==> config.mk <==
export PLATFORM = sky130hd
export DESIGN_NAME = chan_router
export DESIGN_NICKNAME = d
export VERILOG_FILES = /design/src/rtl/cmr_pkg.sv /design/src/rtl/cmr_mode_fsm.sv /design/src/rtl/cmr_credit.sv /design/src/rtl/cmr_steer.sv /design/src/rtl/chan_router.sv
export SDC_FILE = /design/constraint.sdc
export NUM_CORES = 1
export LEC_CHECK = 0
export CAP_MARGIN = 20
export CORE_UTILIZATION = 37
export CTS_CLUSTER_DIAMETER = 50
export CTS_CLUSTER_SIZE = 10
export DETAILED_ROUTE_END_ITERATION = 7
export PLACE_DENSITY = 0.79
export SLEW_MARGIN = 20
export SYNTH_ARGS = -nofsm -noshare
export SYNTH_HDL_FRONTEND = slang
export SYNTH_SLANG_ARGS = --single-unit
==> constraint.sdc <==
create_clock -name clk -period 2.4 [get_ports clk]
set_input_delay 0.24 -clock clk [delete_from_list [all_inputs] [get_ports clk]]
set_output_delay 0.24 -clock clk [all_outputs]
set_load 0.01 [all_outputs]
==> src/rtl/cmr_pkg.sv <==
package cmr_pkg;
    typedef enum logic [1:0] {
        ST_NORMAL = 2'd0,
        ST_ECHO   = 2'd1,
        ST_LOCAL  = 2'd2,
        ST_REMOTE = 2'd3
    } cmr_state_e;

    function automatic int unsigned cmr_max(input int unsigned a, input int unsigned b);
        return (a > b) ? a : b;
    endfunction
endpackage

==> src/rtl/cmr_mode_fsm.sv <==
module cmr_mode_fsm
    import cmr_pkg::*;
(
    input  logic       clk,
    input  logic       rst_n,
    input  logic [1:0] chmode,
    output logic       ser_to_rx,
    output logic       ser_to_tx,
    output logic       cpu_to_rx,
    output logic       cpu_to_tx,
    output logic       lim_rx,
    output logic       lim_tx
);
    cmr_state_e st, st_nx;

    // transition selection: GO_NORMAL / GO_ECHO / GO_LOCAL / GO_REMOTE
    always_comb begin
        unique case (chmode)
            2'd0:    st_nx = ST_NORMAL;
            2'd1:    st_nx = ST_ECHO;
            2'd2:    st_nx = ST_LOCAL;
            default: st_nx = ST_REMOTE;
        endcase
    end

    always_ff @(posedge clk or negedge rst_n) begin
        if (!rst_n) st <= ST_NORMAL;
        else        st <= st_nx;
    end

    always_comb begin
        ser_to_rx = 1'b0;
        ser_to_tx = 1'b0;
        cpu_to_rx = 1'b0;
        cpu_to_tx = 1'b0;
        unique case (st)
            ST_NORMAL: begin
                ser_to_rx = 1'b1;
                cpu_to_tx = 1'b1;
            end
            ST_ECHO: begin
                ser_to_rx = 1'b1;
                ser_to_tx = 1'b1;
            end
            ST_LOCAL: begin
                cpu_to_rx = 1'b1;
            end
            ST_REMOTE: begin
                ser_to_tx = 1'b1;
            end
        endcase
        // credit is limited by whichever FIFO the serial side fills
        lim_rx = ser_to_rx;
        lim_tx = ser_to_tx;
    end
endmodule

==> src/rtl/cmr_credit.sv <==
module cmr_credit #(
    parameter int unsigned RX_DEPTH = 16,
    parameter int unsigned TX_DEPTH = 32,
    localparam int unsigned MAXD = cmr_pkg::cmr_max(RX_DEPTH, TX_DEPTH),
    localparam int unsigned RXW  = $clog2(RX_DEPTH + 1),
    localparam int unsigned TXW  = $clog2(TX_DEPTH + 1),
    localparam int unsigned CW   = $clog2(MAXD + 1)
) (
    input  logic           lim_rx,
    input  logic           lim_tx,
    input  logic [RXW-1:0] rx_free,
    input  logic [TXW-1:0] tx_free,
    output logic [CW-1:0]  credit
);
    logic [CW-1:0] rx_c, tx_c, stage;

    always_comb begin
        rx_c  = CW'(rx_free);
        tx_c  = CW'(tx_free);
        stage = CW'(MAXD);
        if (lim_rx && (rx_c < stage)) stage = rx_c;
        if (lim_tx && (tx_c < stage)) stage = tx_c;
        credit = stage;
    end
endmodule

==> src/rtl/cmr_steer.sv <==
module cmr_steer #(
    parameter int unsigned DATA_W   = 8,
    parameter int unsigned TX_DEPTH = 32,
    localparam int unsigned TXW = $clog2(TX_DEPTH + 1)
) (
    input  logic              clk,
    input  logic              rst_n,
    input  logic              ser_to_rx,
    input  logic              ser_to_tx,
    input  logic              cpu_to_rx,
    input  logic              cpu_to_tx,
    input  logic              tx_on,
    input  logic              tx_off,
    input  logic              ctl_wr,
    input  logic              ctl_txrst,
    input  logic              ser_valid,
    input  logic [DATA_W-1:0] ser_data,
    input  logic              cpu_wr,
    input  logic [DATA_W-1:0] cpu_data,
    input  logic [TXW-1:0]    tx_free,
    output logic              rx_push,
    output logic [DATA_W-1:0] rx_data,
    output logic              tx_push,
    output logic [DATA_W-1:0] tx_data,
    output logic              tx_ovf,
    output logic              tx_flush
);
    logic              want_rx, want_tx, tx_ok, tx_full;
    logic [DATA_W-1:0] rx_d, tx_d;

    always_comb begin
        want_rx = (ser_valid && ser_to_rx) || (cpu_wr && cpu_to_rx);
        want_tx = (ser_valid && ser_to_tx) || (cpu_wr && cpu_to_tx);
        rx_d    = cpu_to_rx ? cpu_data : ser_data;
        tx_d    = cpu_to_tx ? cpu_data : ser_data;
        tx_ok   = tx_on && !tx_off;
        tx_full = (tx_free == '0);
    end

    always_ff @(posedge clk or negedge rst_n) begin
        if (!rst_n) begin
            rx_push  <= 1'b0;
            rx_data  <= '0;
            tx_push  <= 1'b0;
            tx_data  <= '0;
            tx_ovf   <= 1'b0;
            tx_flush <= 1'b0;
        end else begin
            rx_push  <= want_rx;
            rx_data  <= rx_d;
            tx_push  <= want_tx && tx_ok && !tx_full;
            tx_data  <= tx_d;
            tx_ovf   <= want_tx && tx_ok && tx_full;
            tx_flush <= ctl_wr && ctl_txrst;
        end
    end
endmodule

==> src/rtl/chan_router.sv <==
module chan_router #(
    parameter int unsigned DATA_W   = 8,
    parameter int unsigned RX_DEPTH = 16,
    parameter int unsigned TX_DEPTH = 32,
    localparam int unsigned MAXD = cmr_pkg::cmr_max(RX_DEPTH, TX_DEPTH),
    localparam int unsigned RXW  = $clog2(RX_DEPTH + 1),
    localparam int unsigned TXW  = $clog2(TX_DEPTH + 1),
    localparam int unsigned CW   = $clog2(MAXD + 1)
) (
    input  logic              clk,
    input  logic              rst_n,
    input  logic [1:0]        chmode,
    input  logic              tx_on,
    input  logic              tx_off,
    input  logic              ctl_wr,
    input  logic              ctl_txrst,
    input  logic              ser_valid,
    input  logic [DATA_W-1:0] ser_data,
    input  logic              cpu_wr,
    input  logic [DATA_W-1:0] cpu_data,
    input  logic [RXW-1:0]    rx_free,
    input  logic [TXW-1:0]    tx_free,
    output logic              rx_push,
    output logic [DATA_W-1:0] rx_data,
    output logic              tx_push,
    output logic [DATA_W-1:0] tx_data,
    output logic              tx_ovf,
    output logic              tx_flush,
    output logic [CW-1:0]     rx_credit,
    output logic              rx_ready
);
    logic ser_to_rx, ser_to_tx, cpu_to_rx, cpu_to_tx, lim_rx, lim_tx;

    cmr_mode_fsm u_fsm (
        .clk       (clk),
        .rst_n     (rst_n),
        .chmode    (chmode),
        .ser_to_rx (ser_to_rx),
        .ser_to_tx (ser_to_tx),
        .cpu_to_rx (cpu_to_rx),
        .cpu_to_tx (cpu_to_tx),
        .lim_rx    (lim_rx),
        .lim_tx    (lim_tx)
    );

    cmr_credit #(.RX_DEPTH(RX_DEPTH), .TX_DEPTH(TX_DEPTH)) u_credit (
        .lim_rx  (lim_rx),
        .lim_tx  (lim_tx),
        .rx_free (rx_free),
        .tx_free (tx_free),
        .credit  (rx_credit)
    );

    cmr_steer #(.DATA_W(DATA_W), .TX_DEPTH(TX_DEPTH)) u_steer (
        .clk       (clk),
        .rst_n     (rst_n),
        .ser_to_rx (ser_to_rx),
        .ser_to_tx (ser_to_tx),
        .cpu_to_rx (cpu_to_rx),
        .cpu_to_tx (cpu_to_tx),
        .tx_on     (tx_on),
        .tx_off    (tx_off),
        .ctl_wr    (ctl_wr),
        .ctl_txrst (ctl_txrst),
        .ser_valid (ser_valid),
        .ser_data  (ser_data),
        .cpu_wr    (cpu_wr),
        .cpu_data  (cpu_data),
        .tx_free   (tx_free),
        .rx_push   (rx_push),
        .rx_data   (rx_data),
        .tx_push   (tx_push),
        .tx_data   (tx_data),
        .tx_ovf    (tx_ovf),
        .tx_flush  (tx_flush)
    );

    assign rx_ready = (rx_credit != '0);
endmodule

After elaboration in Yosys (flattened, before gate mapping)

Cells that the tools add are included.
W data, S select, Z words.

Add/sub/neg operators: 0
Multipliers: 0
Div/mod/pow operators: 0
Order comparisons: 1
Eq/ne operators: 5
Shift operators: 0
Mux-type cells: 9
Bitwise gates (word level): 0
Reduce and logical (&&, ||, !) cells: 20

Operators by type and width:

| cell                 | count |
|---|---|
| $mux W8              | 2 |
| $mux W6              | 2 |
| $logic_and A1 B1 Y1  | 10 |
| $eq A2 B2 Y1 const B | 3 |
| $logic_not A6 Y1     | 1 |
| $lt A6 B6 Y1         | 1 |
| $pmux W2 S3          | 1 |
| $reduce_bool A6 Y1   | 1 |
| $eq A2 B1 Y1 const B | 2 |
| $logic_not A2 Y1     | 2 |
| $mux W1              | 4 |
| $reduce_or A2 Y1     | 2 |
| $logic_not A1 Y1     | 2 |
| $logic_or A1 B1 Y1   | 2 |

Bits in registers: 22
Latch bits: 0
Bits in writable memories: 0
Bits in read-only memories: 0
Input port bits: 37
Output and inout bits: 27
Logic and storage cells: 42
Memories kept: 0

Longest topological paths before layout

Gate-level depths: netlist (run 1).

Word-level depth: 8
Depth in mapped cells: 7
Depth with buffers taken out: 7

Modules after synthesis

From an unflattened synthesis (run 1), not the netlist that was laid out.

Cells, all modules: 91
Area total of the unflattened synthesis: 1,106.1 um2

By module, submodules not included:

| module       | instances | cells an instance | area each (um2) | seq. area each (um2) |
|---|---|---|---|---|
| cmr_steer    | 1         | 46                | 767.0           | 500.5 |
| cmr_credit   | 1         | 32                | 235.2           | 0.0 |
| cmr_mode_fsm | 1         | 10                | 90.1            | 50.0 |
| chan_router  | 1         | 3                 | 13.8            | 0.0 |

Worst setup path before layout (run 1)

Ideal clock, no wire load.

Kind: reg-to-output
Start: register u_fsm.st[1]
End: output port rx_credit[5]
Arrival time: 2,011 ps
Data required time: 2,160 ps
Slack: 149 ps
Cell stages (with the launch flop): 8
Path buffers: 0
Cells stage by stage: dfrtp_1 -> inv_2 -> nand2_1 -> ha_1 -> and3_1 -> a221o_1 -> a21oi_4 -> mux2_4

Longest elaborated chain between the ends: 7
Elaborated cells on any way between the ends: 11
Those cells by class: order compare: 1; eq/ne: 2; mux: 4; reduce/logical: 4

Ends and longest elaborated chain:

| what                                             | RTL line           | text |
|---|---|---|
| start: declaration                               | cmr_mode_fsm.sv:14 | `cmr_state_e st, st_nx;` |
| start signal: assignment                         | cmr_mode_fsm.sv:28 | `else st <= st_nx;` |
| $eq A2 B1 Y1 or $logic_not A2 Y1 (tied branches) | cmr_mode_fsm.sv:36 | `unique case (st)` |
| $reduce_or A2 Y1 (no line)                       | -                  |  |
| $mux W1                                          | cmr_mode_fsm.sv:36 |  |
| $mux W6                                          | cmr_credit.sv:21   | `if (lim_rx && (rx_c < stage)) stage = rx_c;` |
| $lt A6 B6 Y1                                     | cmr_credit.sv:22   | `if (lim_tx && (tx_c < stage)) stage = tx_c;` |
| $logic_and A1 B1 Y1                              | cmr_credit.sv:22   |  |
| $mux W6 *                                        | cmr_credit.sv:22   |  |
| end: declaration                                 | chan_router.sv:29  | `output logic [CW-1:0] rx_credit,` |

Mark *: on every way between the ends. The rest lies on a longest branch, timed or not.

Final worst setup path (run 1)

Ends and elaborated chain as after synthesis.

==> results of run 1 <==
## metrics by stage
stage / cell area [sq um] / setup TNS (ps) / cells / total power [mW]
detailed placement: 1880 / -3920 / 196 / 0.683
CTS: 2010 / -1070 / 206 / 0.903
finish: 2030 / -1260 / 208 / 0.896
global route: 2030 / -1820 / 208 / 0.944
floorplan: 1070 / 0 / 85 / 0.502
global placement: 1880 / -3730 / 196 / 0.676
## layout make-up
| cell class | count | area (sq um) | share of cell area (%) |
|---|---|---|---|
| flip-flops and latches | 22 | 551 | 27.1 |
| clock buffers | 4 | 36.3 | 1.78 |
| inverters | 5 | 21.3 | 1.05 |
| repair buffers | 90 | 830 | 40.8 |
| multi-input cells | 56 | 558 | 27.4 |
| well taps | 31 | 38.8 | 1.91 |
## worst max-delay path, stage by stage, from the launching register on
cell and delay [ps]:
dfrtp_1 430, inv_4 110, buf_6 110, ha_4 190, and3_4 170, a221o_1 350
a21oi_4 160, buf_6 140, mux2_4 300, buf_6 120
## final timing paths
path	startpoint	end	slack, ps	cells after the start
min	rst_n	u_steer.tx_data[0]	280	2
max in group asynchronous	rst_n	u_steer.rx_data[2]	1890	2
max	u_fsm.st[1]	rx_credit[5]	-220	9
min in group clk	chmode[0]	u_fsm.st[0]	370	1
min reg2reg	u_fsm.st[0]	u_steer.rx_data[0]	790	2
max reg2reg	u_fsm.st[1]	u_steer.rx_data[5]	550	7
## kinds of logic after synthesis
family | after synthesis
AO/OA/AOI/OAI | 9
multiplexers | 22
flip-flops | 22
AND/OR/NAND/NOR | 20
buffers and inverters | 7
adder cells (fa/ha/maj) | 5
## layout by cell type, fill, tap and decap left out, drive strengths merged
cell and n:
nor2 6, o211a 1, inv 5, nand2 6, and3 1, dfrtp 22
a22o 2, mux2i 4, and2 1, a221o 1, ha 5, mux2 18
buf 34, o21a 1, or3 1, a211oi 1, clkdlybuf4s50 56, a21o 1
nand3b 1, nor4 2, a21oi 2, nand2b 2, clkbuf 4
## metal layers
| layer | wire length (um) | track usage (%) |
|---|---|---|
| met4 | 36 | 6.27 |
| met1 | 1120 | 21.0 |
| met3 | 256 | 5.35 |
| met2 | 1610 | 38.4 |
| met5 | 0 | 0 |
## power by group through the flow
| stage | clock network [mW] | logic [mW] | registers (mW) |
|---|---|---|---|
| finish | 0.195 | 0.298 | 0.403 |
| global route | 0.220 | 0.319 | 0.405 |
| floorplan | 0 | 0.0784 | 0.423 |
| CTS | 0.207 | 0.294 | 0.403 |
| detailed placement | 0 | 0.273 | 0.410 |
| global placement | 0 | 0.266 | 0.410 |
## timing repair
action | 4_1_cts | 5_1_grt
gates cloned | 0 | 0
resized for setup | 42 | 3
endpoints found under the hold margin | 0 | 0
setup endpoints to repair | 7 | 7
hold buffers | 0 | 0
setup buffers | 6 | 2
pin swaps | 4 | 0
## sequential cells by signal, indices dropped and copies added (netlist names)
name / count
u_fsm.st: 2
u_steer.rx_push: 1
u_steer.tx_flush: 1
u_steer.tx_data: 8
u_steer.rx_data: 8
u_steer.tx_ovf: 1
u_steer.tx_push: 1
==> results.md, run 1 <==
- The cell area power density is 440 mW/mm^2.
- Detailed placement finished with a half-perimeter wire length of between 2000 and 2500 um.
- The least setup slack across all paths after layout is -218 ps.
- Global routing used 20.0% of the available tracks across all layers.
- The gate count of the mapped netlist is 85.
- The worst setup path is launched from a flop.
- The final count of pins violating max slew is 0.
- The number of nets produced by synthesis is 127.
- Summing the areas of all compound-gate instances in the mapped netlist gives 7.57% of the synthesized area.
- The buffer depth of the longest clock path is 2.
- Sequential cells burn ~45% of the power.
- The horizontal die dimension is 55.9 um.
- The count of clock tree sinks is 22.
- The switching power as a share of total power is 24.6%.
- The final layout contains routed wiring with a total length of 3030 um.
- The die is between 50 and 60 um tall.
- During placement, the flow inserted port buffers numbering 63.
- The worst path uses 109% of the clock period.
- The first detailed-routing pass took 4 iterations.
- The maximum vdd ir drop is 0.394 mV.
- The synthesized design contains 0 enable-type register cells.
- The combinational family with the most area after synthesis is multiplexers.
- The total number of nets in the final design is 220.
- After floorplanning, the core was divided into 19 placement rows.
- The reported net switching power is 220 uW.
- In this run the static leakage power is 0.911 nW.
- Yosys attributes the largest share of cell area to dfrtp_1, mux2_2, ha_1.
- The area share of and/or/nand/nor cells after synthesis is around a tenth.
- The top cell type by total area after synthesis is dfrtp_1.
- The area of the core is ~0.0028 sq mm.
- Data on the critical path is required at its endpoint by 2160 ps.
- The max-slew headroom at the worst pin is between 60% and 70%.
- Summing every instance area after synthesis gives 0.00107 sq mm.
- Setup repair after global routing could not meet its margin everywhere.
- The count of synthesis-stage warnings from yosys is 0.
- Once layout is complete, the utilization of the core stands at between 70% and 80%.
- The overflow left after global routing is 0.
- Counting flops and latches in the post-synthesis netlist gives 22.
- CTS built an H-tree with a depth of 1.
- STA classifies the critical path endpoint as an output port.
- The checks that failed: negative setup slack.
- The count of final hold-check violations was 0.
- The commonest cells after synthesis are dfrtp_1, mux2_2, nand2_1.
- The number of antenna violations at the first check in global routing is 0.
- The final number of setup-violating endpoints is 7.
- The count of pins on the block boundary is 64.
- The total internal power is 676 uW.
- Between clock sinks in the finished design, the worst skew comes to 5.31 ps.
- The number of library cell types mapped by synthesis is 26.
- A synthesized cell averages 12.6 sq um.
- Yosys instantiated no cell more often than dfrtp_1.
- The post-synthesis adder-cell area fraction is 5.82%.
- The clock-pin transition on the worst setup and hold timing paths is 120 ps.
- The share of the synthesized area in the top cell type is 51.2%.
- For this run, the top clock speed supported by timing is 382 MHz.
- The type of the worst setup path is flop to output port.
- The initial core utilization is just under 40%.
- The first global-routing pass estimated 4870 um of wire.
- The placement-stage worst setup slack is -597 ps.
- The share of flip-flops with an asynchronous set or reset after synthesis is 100%.
- The fraction of layout cells with a size suffix above 1 is around 37%.
- In the routed design, unresolved DRC markers number 0.
- The count of antenna-violating nets left after detailed routing is 0.
- The routed via count divided by cell count is 4.98.
- Routability-driven placement finished with a final weighted congestion of 0.876.
- The synthesized netlist devotes 0% of its cell area to XOR and XNOR gates.
- Across the run, the number of max-cap violations was 0.
- The kind of path behind the tightest hold check is input pin to asynchronous set/reset pin.
- The root cell of the clock tree is clkbuf_4.
- The number of vias after detailed routing is approximately 1,000.
- The clock power share is 21.8%.
- The multiplexer area fraction after synthesis is between 20% and 30%.
- The average wire length per cell after detail routing is 14.6 um.
- The final period demand of the worst path is 2620 ps.
- The via count of the first global-routing pass came to approximately 1,100.
- The run finished, with violations left.
- The later-pin clock latency in the skew report is 300 ps.
- The number of violations reported at the end of detailed-routing iteration 0 is 24.
- TritonCTS built the clock tree.
- Across all hold checks on the routed design, the worst slack comes to 284 ps.
- Entering global routing, the biggest net connects 23 pins.
- STA puts the critical path data arrival time at 2380 ps.
- The transition time at the pin with the least slew margin is 464 ps.
- Counting the buffers created by CTS gives 3.
- The layout filler cell count is 202.
- The repair_antennas step left the layout with diodes totalling 0.
- The relative contribution of combinational cells to total power is 33.2%.
- The die area is 0.00312 sq mm.
- The commonest register cell after synthesis is dfrtp_1.
- The share of synthesized area occupied by flip-flops and latches is 51.2%.
- Of all nets on the critical path, the largest fanout is 4.
- The synthesis-to-finish area growth is 89.3%.
Power figures use the tool's default switching activity.
==> run 2, diff against run 1 <==
- CORE_UTILIZATION: 37 -> 25
- PLACE_DENSITY: 0.79 -> unset
==> run 2 against run 1 <==
Compared with the run above: the run still ends with negative setup slack left; flip-flop and latch count is the same; die area increased by 46%; first-iteration DRC count is 4.2% lower; final cell count is 7.2% higher; worst setup slack improved by 3.3 ps; non-clock buffer count fell by 4; sequential power about the same; fmax increased by 0.13%; wire length fell by 2.5%; critical endpoint unchanged.
==> results.md, run 2 (same netlist as run 1, synthesis figures left out) <==
- TritonCTS built the clock tree.
- The global-route wire length before repair came to 4700 um (-3.6%).
- The area of all placed cells without fillers is 0.00204 sq mm (+0.12%).
- The relative contribution of combinational cells to total power is 30.6% (-2.6 points).
- The number of violations reported at the end of detailed-routing iteration 0 came to 23 (-4.2%).
- The final count of pins violating max slew is 0 (unchanged).
- The number of remaining DRC errors is 0 (unchanged).
- The static leakage is 0.893 nW (-1.9%).
- The largest registers in the layout are u_steer.rx_data (8), u_steer.tx_data (8), u_fsm.st (2).
- The tree is rooted in a clkbuf_8.
- The nature of the critical path endpoint is an output port.
- The reported max-cap violation count is 0 (unchanged).
- The share of the core filled with cells in the final layout came to 50.2% (-24 points).
- The layout filler cell count was 377 (+87%).
- The most common cell after layout, fill and taps aside is clkdlybuf4s50_1.
- The count of final hold-check violations is 0 (unchanged).
- The flow ran to the end, but the final reports show violations.
- The reported net switching power is 223 uW (+1.5%).
- The switching power as a share of total power came to 23.6% (-1.0 points).
- The number of vias after detailed routing came to 992 (-4.2%).
- The placement-stage worst setup slack was -602 ps (-4.59 ps).
- The top cell types in the final layout, fill and taps aside, are clkdlybuf4s50_1, dfrtp_1, buf_4.
- The number of hold buffers added after cts is 0 (unchanged).
- The kind of path behind the tightest hold check is input pin to asynchronous set/reset pin.
- The HPWL after detailed placement is 2310 um (+2.3%).
- The total routed wirelength came to 2950 um (-2.5%).
- The cell area power density is 465 mW/mm^2 (+5.7%).
- The die area is 0.00457 sq mm (+46%).
- The all-layer global routing usage is 13.9% (-6.1 points).
- The transition time at the pin with the least slew margin is 495 ps (+30.6 ps).
- The number of rows created at floorplan is 23 (+4).
- The count of pins on the block boundary is 64 (unchanged).
- The maximum vdd ir drop is 0.267 mV (-32%).
- The fraction of layout cells with a size suffix above 1 is 35.8% (-1.4 points).
- The H-tree depth is 1 (unchanged).
- The least setup slack across all paths after layout is -214 ps (+3.29 ps).
- The initial core utilization is 26.5% (-12 points).
- The post-placement cell area is 0.00188 sq mm (about the same).
- The final clock skew is 1.95 ps (-3.36 ps).
- The number of diodes is 0 (unchanged).
- The overflow left after global routing was 0 (unchanged).
- The buffer depth of the longest clock path was 2 (unchanged).
- The synthesis-to-finish area growth is 89.5%.
- The final hold slack is 314 ps (+29.8 ps).
- The arrival time of the worst setup path is 2370 ps (about the same).
- The max-slew headroom at the worst pin came to 67.0% (-2.0 points).
- The final number of setup-violating endpoints was 7 (unchanged).
- The area of the core came to 0.00406 sq mm (+47%).
- The sequential share of power came to 42.5% (-2.5 points).
- The critical path in this run is classified as flop to output port.
- The average wire length per cell after detail routing is 13.2 um (-9.1%).
- The total instance count after detailed placement is 212 (+8.2%).
- The number of antenna violations at the first check in global routing is 0 (unchanged).
- The final period demand of the worst path is 2610 ps (-3.29 ps).
- The height of the chip is 67.6 um (+21%).
- The count of clock tree sinks is 22 (unchanged).
- The maximum number of pins on one net before global-route repair is 13 (-43%).
- The final reports fail on negative setup slack.
- The maximum operating frequency was 383 MHz (+0.13%).
- The number of CTS-inserted buffers was 3 (unchanged).
- STA classifies the critical path startpoint as a flop.
- The endpoint required time on the critical path came to 2160 ps (about the same).
- The largest fanout on the critical path is 4 (unchanged).
- The portion of the clock cycle consumed by the worst path in the final layout was 109% (-0.14 points).
- The number of input and output port buffers inserted is 63 (unchanged).
- The routed via count divided by cell count was 4.45 (-11%).
- The total number of nets in the final design is 216 (-1.8%).
- The via count of the first global-routing pass is 1,027 (-6.4%).
- The clock-pin transition on the worst setup and hold timing paths was 70 ps (-50 ps).
- The global placement routability congestion is 0.787 (-10%).
- The total internal power came to 725 uW (+7.3%).
- The number of optimization iterations in the first detailed-route pass came to 4 (unchanged).
- The later-pin clock latency in the skew report is 250 ps (-50 ps).
- Setup repair after global routing could not meet its margin everywhere.
- The horizontal die dimension is 67.6 um (+21%).
- The count of antenna-violating nets left after detailed routing was 0 (unchanged).
- The number of non-filler instances in the completed layout is 223 (+7.2%).
- The clock power share is 26.9% (+5.1 points).
run 2: path summary, 6_finish.rpt:
path | to | cells past startpoint | startpoint | slack [ps]
max | rx_credit[5] | 9 | u_fsm.st[1] | -210
min | u_steer.tx_data[4] | 1 | rst_n | 310
max reg2reg | u_steer.rx_data[4] | 6 | u_fsm.st[1] | 670
min reg2reg | u_steer.rx_push | 2 | u_fsm.st[0] | 800
max in group asynchronous | u_steer.tx_data[2] | 2 | rst_n | 1540
min in group clk | u_fsm.st[0] | 1 | chmode[0] | 420
run 2: worst max-delay path, cell delays in order (launching register included):
cell,delay [ps]
dfrtp_1,390
inv_2,110
buf_6,120
ha_4,190
and3_4,170
a221o_1,360
a21oi_4,240
buf_6,140
mux2_4,290
buf_6,120
run 2: repair_timing:
| action | 4_1_cts | 5_1_grt |
|---|---|---|
| resized for setup | 43 | 1 |
| setup endpoints to repair | 7 | 7 |
| pin swaps | 5 | 1 |
| buffers inserted | 6 | 1 |
run 2: cell type report:
| cell class | instances | area, sq um | area share, % |
|---|---|---|---|
| sequential | 22 | 551 | 27.0 |
| multi-input combinational | 56 | 548 | 26.9 |
| tap | 50 | 62.6 | 3.07 |
| timing repair buffer | 86 | 802 | 39.4 |
| clock buffer | 4 | 55.1 | 2.70 |
| inverter | 5 | 18.8 | 0.921 |
run 2: power groups by stage:
| stage | Sequential (mW) | Clock (mW) | Combinational [mW] |
|---|---|---|---|
| 6_report | 0.403 | 0.255 | 0.290 |
| 5_1_grt | 0.406 | 0.281 | 0.312 |
| 4_1_cts | 0.404 | 0.267 | 0.289 |
| 3_5_place_dp | 0.411 | 0 | 0.267 |
| 3_3_place_gp | 0.410 | 0 | 0.263 |
| 2_1_floorplan | 0.423 | 0 | 0.0784 |
run 2: per-stage QoR:
stage / TNS [ps] / power, mW
2_1_floorplan: 0 / 0.502
5_1_grt: -1810 / 1.00
3_5_place_dp: -4100 / 0.678
6_report: -1070 / 0.948
4_1_cts: -1040 / 0.959
3_3_place_gp: -3830 / 0.673
run 2: routing by layer:
layer	global-route usage, %	wire [um]	vias to the layer above
li1	-	-	475
met1	15.4	1130	473
met2	26.1	1560	44
met3	3.89	258	0
met4	2.39	0	0
met5	0	0	-
==> run 3, diff against run 2 <==
- SKIP_CTS_REPAIR_TIMING: unset -> 1
==> run 3 against run 2 <==
Compared with the run above: the flow still finishes with violations (negative setup slack); die area did not move; global-route usage shrank 0.71 points; power increased by 0.48%; worst setup slack got worse by 21 ps; sequential share of layout area shrank 0.17 points; worst hold slack better by 1.3 ps; non-clock buffer count up 1; count of clock-buffer cells in the layout did not move; highest routed layer unchanged.
==> results.md, run 3 (same netlist as run 1, synthesis figures left out) <==
- The flow ran to the end, but the final reports show violations.
- The checks that failed: negative setup slack.
- The share of the core filled with cells in the final layout is 50.5% (+0.31 points).
- Setup repair after global routing could not meet its margin everywhere.
- The die area was 0.00457 sq mm (unchanged).
- The clock-pin transition on the worst setup and hold timing paths is 70 ps (about the same).
- The number of vias after detailed routing is 1,005 (+1.3%).
- The root cell of the clock tree is clkbuf_8.
- The max-slew headroom at the worst pin is 67.2% (+0.20 points).
- The largest registers in the layout are u_steer.rx_data (8), u_steer.tx_data (8), u_fsm.st (2).
- The via count of the first global-routing pass is 969 (-5.6%).
- The type of the worst setup path is input pin to output port.
- The later-pin clock latency in the skew report came to 250 ps (about the same).
- The HPWL after detailed placement is 2310 um (unchanged).
- The placement-stage worst setup slack is -602 ps (unchanged).
- The portion of the clock cycle consumed by the worst path in the final layout was 110% (+0.87 points).
- The nature of the critical path endpoint is an output port.
- The overflow left after global routing was 0 (unchanged).
- The final count of pins violating max slew is 0 (unchanged).
- The buffer depth of the longest clock path is 2 (unchanged).
- The reported max-cap violation count came to 0 (unchanged).
- The count of final hold-check violations is 0 (unchanged).
- The number of remaining DRC errors came to 0 (unchanged).
- The total routed wirelength is 2970 um (+0.68%).
- The arrival time of the worst setup path is 2400 ps (+30 ps).
- The final number of setup-violating endpoints is 7 (unchanged).
- The footprint of the multi-input gates is 548 sq um (unchanged).
- The height of the chip is 67.6 um (unchanged).
- The maximum number of pins on one net before global-route repair is 13 (unchanged).
- The number of diodes is 0 (unchanged).
- The global placement routability congestion came to 0.787 (unchanged).
- The register area was 551 sq um (unchanged).
- The layout filler cell count is 384 (+1.9%).
- The maximum vdd ir drop was 0.265 mV (-0.88%).
- The internal reg-to-reg setup slack is 790 ps (+120 ps).
- The largest fanout on the critical path came to 2 (-2).
- The count of clock tree sinks is 22 (unchanged).
- The endpoint required time on the critical path came to 2160 ps (about the same).
- The final period demand of the worst path is 2640 ps (+20.9 ps).
- The number of CTS-inserted buffers came to 3 (unchanged).
- The cell area power density is 465 mW/mm^2 (-0.14%).
- The H-tree depth is 1 (unchanged).
- The number of antenna violations at the first check in global routing came to 0 (unchanged).
- The fraction of layout cells with a size suffix above 1 was 36.2% (+0.37 points).
- TritonCTS built the clock tree.
- The area of the core is 0.00406 sq mm (unchanged).
- The launch point of the worst reg-to-reg path is u_fsm.st[1].
- The synthesis-to-finish area growth is 90.7%.
- The kind of path behind the tightest hold check is input pin to asynchronous set/reset pin.
- The area of all placed cells without fillers is 0.00205 sq mm (+0.61%).
- The count of antenna-violating nets left after detailed routing is 0 (unchanged).
- The static leakage was 0.898 nW (+0.57%).
- The critical path launch point type is an input pin.
- The global-route wire length before repair was 4480 um (-4.7%).
- The number of violations reported at the end of detailed-routing iteration 0 is 24 (+4.3%).
- The all-layer global routing usage is 13.2% (-0.71 points).
- The average wire length per cell after detail routing was 13.3 um (+0.23%).
- The horizontal die dimension came to 67.6 um (unchanged).
- The logic depth of the worst register-to-register path was 5 (-1).
- The least setup slack across all paths after layout is -235 ps (-20.9 ps).
- In the layout the commonest cells are clkdlybuf4s50_1, dfrtp_1, buf_4.
- The initial core utilization is 26.5% (unchanged).
- The routed via count divided by cell count is 4.49 (+0.86%).
- The terminus of the critical flop-to-flop path is u_steer.rx_data[4].
- The number of optimization iterations in the first detailed-route pass is 4 (unchanged).
- The final clock skew is 3.09 ps (+1.14 ps).
- The number of rows created at floorplan was 23 (unchanged).
- The post-placement cell area was 0.00188 sq mm (unchanged).
- The final hold slack is 315 ps (+1.29 ps).
- The maximum operating frequency is 379 MHz (-0.79%).
- The total number of nets in the final design is 217 (+0.46%).
- The library cell used most frequently in the layout, excluding fill and tap cells, is clkdlybuf4s50_1.
- The count of pins on the block boundary is 64 (unchanged).
- The number of input and output port buffers inserted is 63 (unchanged).
- The transition time at the pin with the least slew margin is 491 ps (-4.04 ps).
[run 3: changes by cell type in the layout (fill, tap and decap cells not counted)]
cell             delta
clkdlybuf4s50_1     +1
dlygate4sd2_1       -1
buf_6               +1
[run 3: final cells by class]
type                    count  area share, %
repair buffers             87           39.7
flip-flops and latches     22           26.9
multi-input cells          56           26.7
well taps                  50           3.05
clock buffers               4           2.69
inverters                   5          0.916
[run 3: how the worst max path moves through the flow]
stage                start           end
4_1_cts        u_fsm.st[1]      rx_ready
5_1_grt        u_fsm.st[1]      rx_ready
6_report        rx_free[4]      rx_ready
3_3_place_gp    rx_free[4]      rx_ready
3_5_place_dp    rx_free[4]      rx_ready
2_1_floorplan  u_fsm.st[1]  rx_credit[5]
[run 3: worst max-delay path, stage by stage]
cell             delay, ps
clkdlybuf4s50_1        500
nand2_2                 90
ha_4                   220
and3_4                 180
a221o_1                360
a21oi_4                170
buf_6                  130
buf_6                   90
mux2_4                 290
buf_6                  120
[run 3: stage by stage]
step                      setup TNS, ps  power [mW]  std cells
after floorplan                       0       0.502         85
after global placement            -3830       0.673        212
after detailed placement          -4100       0.678        212
after CTS                         -4310       0.939        216
after global routing              -1780        1.01        224
final                             -1040       0.953        224
[run 3: metal layers]
layer | part of all wire, % | wire length, um | global-route usage [%]
met4 | 0 | 0 | 2.39
met1 | 37 | 1090 | 15.1
met3 | 10 | 310 | 4.05
met2 | 53 | 1570 | 23.9
met5 | 0 | 0 | 0
[run 3: report_power, final]
part / switching, mW / internal (mW)
logic: 0.107 / 0.188
clock network: 0.108 / 0.146
registers: 0.00827 / 0.395
total: 0.223 / 0.729
